## config.mk

```make
export PLATFORM = sky130hd
export DESIGN_NAME = thermal_guard
export DESIGN_NICKNAME = d
export VERILOG_FILES = /design/src/rtl/thermal_guard_pkg.sv /design/src/rtl/tg_zone_cmp.sv /design/src/rtl/tg_chan_fsm.sv /design/src/rtl/tg_fault_or.sv /design/src/rtl/thermal_guard.sv
export SDC_FILE = /design/constraint.sdc
export NUM_CORES = 1
export LEC_CHECK = 0
export ABC_CLOCK_PERIOD_IN_PS = 1650
export BUFFER_PORTS_ARGS = -buffer_cell sky130_fd_sc_hd__buf_2
export CORE_MARGIN = 2
export CORE_UTILIZATION = 35
export CTS_BUF_LIST = sky130_fd_sc_hd__clkbuf_2 sky130_fd_sc_hd__clkbuf_4 sky130_fd_sc_hd__clkbuf_8
export CTS_CLUSTER_DIAMETER = 200
export DETAILED_ROUTE_END_ITERATION = 16
export PLACE_DENSITY = 0.72
export SLEW_MARGIN = 20
export SYNTH_ARGS = -nofsm -noshare
export SYNTH_HDL_FRONTEND = slang
export SYNTH_SLANG_ARGS = --single-unit
```

## constraint.sdc

```tcl
create_clock -name clk -period 1.65 [get_ports clk]
set_clock_uncertainty 0.05 [all_clocks]
set_input_delay 0.33 -clock clk [delete_from_list [all_inputs] [get_ports clk]]
set_output_delay 0.33 -clock clk [all_outputs]
set_load 0.05 [all_outputs]
```

## src/rtl/thermal_guard_pkg.sv

```systemverilog
package thermal_guard_pkg;

  typedef enum logic [1:0] {
    CH_RUN    = 2'd0,
    CH_JOFF   = 2'd1,
    CH_HELD   = 2'd2
  } chan_st_e;

  typedef struct packed {
    logic hot;
    logic cool;
  } zone_t;

endpackage

```

## src/rtl/tg_zone_cmp.sv

```systemverilog
module tg_zone_cmp
  import thermal_guard_pkg::*;
#(
  parameter int TW     = 8,
  parameter int TRIP   = 170,
  parameter int RESUME = 150
) (
  input  logic [TW-1:0] code,
  output zone_t         zone
);

  localparam logic [TW-1:0] TRIP_C   = TW'(TRIP);
  localparam logic [TW-1:0] RESUME_C = TW'(RESUME);

  always_comb begin
    zone.hot  = (code > TRIP_C);
    zone.cool = (code < RESUME_C);
  end

endmodule

```

## src/rtl/tg_chan_fsm.sv

```systemverilog
module tg_chan_fsm
  import thermal_guard_pkg::*;
(
  input  logic  clk,
  input  logic  rst,
  input  logic  cmd,
  input  logic  ovl,
  input  zone_t jz,
  input  zone_t cz,
  output logic  en_q,
  output logic  jflag_d
);

  chan_st_e st_q, st_d;
  logic     jflag_q;

  always_comb begin
    st_d = st_q;
    unique case (st_q)
      CH_RUN:  if (jz.hot) st_d = CH_JOFF;
      CH_JOFF: begin
        if (cz.hot && ovl)  st_d = CH_HELD;
        else if (jz.cool)   st_d = CH_RUN;
      end
      CH_HELD: if (jz.cool && cz.cool) st_d = CH_RUN;
      default: st_d = CH_RUN;
    endcase
    if (!cmd) st_d = CH_RUN;
  end

  always_comb begin
    if (jz.hot)       jflag_d = 1'b1;
    else if (jz.cool) jflag_d = 1'b0;
    else              jflag_d = jflag_q;
  end

  always_ff @(posedge clk) begin
    if (rst) begin
      st_q    <= CH_RUN;
      en_q    <= 1'b0;
      jflag_q <= 1'b0;
    end else begin
      st_q    <= st_d;
      en_q    <= cmd && (st_d == CH_RUN);
      jflag_q <= jflag_d;
    end
  end

endmodule

```

## src/rtl/tg_fault_or.sv

```systemverilog
module tg_fault_or #(
  parameter int NCH = 8
) (
  input  logic           clk,
  input  logic           rst,
  input  logic [NCH-1:0] flags_d,
  output logic           fault_n
);

  always_ff @(posedge clk) begin
    if (rst) fault_n <= 1'b1;
    else     fault_n <= ~(|flags_d);
  end

endmodule

```

## src/rtl/thermal_guard.sv

```systemverilog
module thermal_guard
  import thermal_guard_pkg::*;
#(
  parameter int NCH       = 8,
  parameter int TW        = 8,
  parameter int TJ_TRIP   = 170,
  parameter int TJ_RESUME = 150,
  parameter int TC_TRIP   = 130,
  parameter int TC_RESUME = 110
) (
  input  logic              clk,
  input  logic              rst,
  input  logic [NCH-1:0]    cmd_on,
  input  logic [NCH-1:0]    ovld,
  input  logic [NCH*TW-1:0] tj_code,
  input  logic [TW-1:0]     tc_code,
  output logic [NCH-1:0]    ch_en,
  output logic              fault_n
);

  zone_t          case_z;
  logic [NCH-1:0] jflag_nxt;

  tg_zone_cmp #(.TW(TW), .TRIP(TC_TRIP), .RESUME(TC_RESUME)) u_case_cmp (
    .code (tc_code),
    .zone (case_z)
  );

  for (genvar i = 0; i < NCH; i++) begin : g_ch
    zone_t jz;

    tg_zone_cmp #(.TW(TW), .TRIP(TJ_TRIP), .RESUME(TJ_RESUME)) u_jcmp (
      .code (tj_code[i*TW +: TW]),
      .zone (jz)
    );

    tg_chan_fsm u_fsm (
      .clk     (clk),
      .rst     (rst),
      .cmd     (cmd_on[i]),
      .ovl     (ovld[i]),
      .jz      (jz),
      .cz      (case_z),
      .en_q    (ch_en[i]),
      .jflag_d (jflag_nxt[i])
    );
  end

  tg_fault_or #(.NCH(NCH)) u_fault (
    .clk     (clk),
    .rst     (rst),
    .flags_d (jflag_nxt),
    .fault_n (fault_n)
  );

endmodule

```

==> flow_summary.toml <==
[setup_path]
startpoint = "tc_code[5]"
crit_path_max_incr_delay_ps = 350
slowest_stage = "or3_1"
worstReg2RegStart = "g_ch[2].u_fsm.jflag_q"
cpMostUsedCell = "o211ai_1"
worst-path-max-fanout = 8
crit_end = "g_ch[6].u_fsm.en_q"
worstPathArrival_ps = 1590
worstSetupStartpointType = "primary input"
end_kind = "register"
path_cells = "buf_2, or3_1, buf_4, o211ai_1, a32oi_1, o211ai_1, nor2_1"
r2r_end = "u_fault.fault_n"
cp.required_ps = 1770
reg2reg_depth = 5
ff2ff_setup_slack_ps = 220
critPathKind = "primary input to register"

[routing]
wl_mm = 4.84
drt_iter0_drc = 67
drc = 0
dr.pass1.iters = 4
vias = 2067
vias_per_cell = 5.14
wire_per_inst_um = 12.0
ant_nets = 0

[timing]
setup_violations = 0
relSlewSlack_pct = 70.1
tightest_slew_ps = 443
finalHoldViolCount = 0
period_needed_ps = 1470
fin_tns_setup_ps = 0
rsz0062_at_grt = "false"
slew_violations = 0
max_freq_ghz = 0.682
fin_crit_sh_pct = 88.9

[final_layout]
stdcell_count = 402
diodes = 0
syn_to_final_growth_pct = 33.6
fin_area_um2 = 2550
drive_above_1_share_pct = 38.9
nets = 421
final_cell_mix = "98 x buf_2, 33 x dfxtp_1, 29 x a21oi_1, 16 x o21ai_0, 15 x nand2_1"
final_common_cell = "buf_2"
final_core_util_pct = 49.2

[global_routing]
grt_pass1_wl_mm = 7.93
antenna_found_initial = 0
grt_use_total_pct = 16.0
grt_pass1_vias = 1869
gr-total-overflow = 0
grt_max_degree = 14

[floorplanning]
rows = 26
core_um2 = 5170
start_util_pct = 36.8
die-area_um2 = 6050
fp.dieH_um = 77.8
pin_count = 99
die_w_um = 77.8

[clocking]
cts_setup_buffers = 0
tritoncts = "done"
cts.reportedPaths.clkPinSlew_ps = 70
postCtsResizedCells = 0
clock-sinks = 33
numCtsBuffers = 5
cts_max_level = 2
cts_root_buf = "clkbuf_8"
clock_latency_ps = 280
hold_buffers = 0
cts_max_path_buffers = 2

[power]
vdd.ir_drop.worst_mv = 0.387
p_leak_nw = 1.18
powerDensity_nw_per_um2 = 753

[synthesis]
ys_warn_count = 0
synth-seq-area-share_pct = 34.7
yosys_register_bits = 33
avgSynthCellArea_um2 = 8.21
synth_cell_types = 44
synthesis.instances = 232
synthFlopType = "dfxtp_1"
synth-edff-count = 0
async_flop_share_pct = 0
syn_nets = 322
synthesis.area_um2 = 1910

[placed_design]
dpl_cell_area_um2 = 2440
dpl.hpwl_mm = 3.99
placed_cells = 394
io_buffers = 98
place_congestion = 0.748

[hold_path]
hp-class = "primary input to register"

[run]
maxCapViolCount = 0

[status]
status = "finished clean"
[area by class of cell]
cell class                      count  area, um2
Clock buffer                        7       96.3
Tap cell                           70       87.6
Clock inverter                      1       5.00
Inverter                            8       30.0
Timing Repair Buffer              104        536
Fill cell                         530       2630
Multi-Input combinational cell    179       1130
Sequential cell                    33        661
[cells by family after synthesis]
group / after synthesis / synth area share [%]
buf+inv: 20 / 5.98
compound gates: 93 / 33.2
flops: 33 / 34.7
simple gates: 86 / 26.2
[synthesized netlist by cell type (all sizes together), types with 5 or more instances]
cell type  count  area (um2)
nor2          14        52.6
buf           10        76.3
o22ai          5        31.3
o21ai         16        80.1
nand2         15        56.3
nand3         12        60.1
o211ai        12         120
a21oi         29         145
inv            8        30.0
nand2b        12        75.1
and3           8        50.1
a21o           7        52.6
a21boi         5        37.5
dfxtp         33         661
[flip-flops by register name, indices dropped and copies added (netlist names)]
register            flops
g_ch.u_fsm.en_q         8
u_fault.fault_n         1
g_ch.u_fsm.jflag_q      8
g_ch.u_fsm.st_q        16
[through the flow]
stage,power (mW),setup slack [ps],hold slack [ps]
floorplan,1.10,93.7,357
global placement,1.27,-83.8,432
detailed placement,1.28,-103,424
CTS,1.94,198,228
global route,2.02,82.6,242
finish,1.92,184,238
[critical path: cells and delay by family]
| family | cells | cell delay [ps] |
|---|---|---|
| AND/OR/NAND/NOR | 2 | 400 |
| AO/OA/AOI/OAI | 3 | 560 |
| buffers and inverters | 2 | 280 |
[routing by layer]
metal	global-route usage (%)	share of wire (%)
met5	0	0
met2	26.6	47
met4	5.36	1.2
met1	20.4	44
met3	3.49	7.4
[worst min path at each step]
stage | startpoint | depth (start not counted) | slack [ps] | endpoint
final | cmd_on[5] | 2 | 240 | g_ch[5].u_fsm.st_q[0]
after global routing | cmd_on[0] | 2 | 240 | g_ch[0].u_fsm.st_q[0]
after CTS | cmd_on[5] | 2 | 230 | g_ch[5].u_fsm.st_q[0]
after detailed placement | g_ch[6].u_fsm.st_q[1] | 1 | 420 | g_ch[6].u_fsm.st_q[0]
after global placement | g_ch[6].u_fsm.st_q[1] | 1 | 430 | g_ch[6].u_fsm.st_q[0]
after floorplan | rst | 1 | 360 | g_ch[1].u_fsm.en_q
[report_power, final]
group / internal (mW) / total (mW) / switching [mW]
combinational: 0.185 / 0.414 / 0.229
sequential: 0.831 / 0.845 / 0.0142
clock: 0.377 / 0.659 / 0.283
total: 1.39 / 1.92 / 0.526
Note: power is estimated with default switching activity, not from simulation.
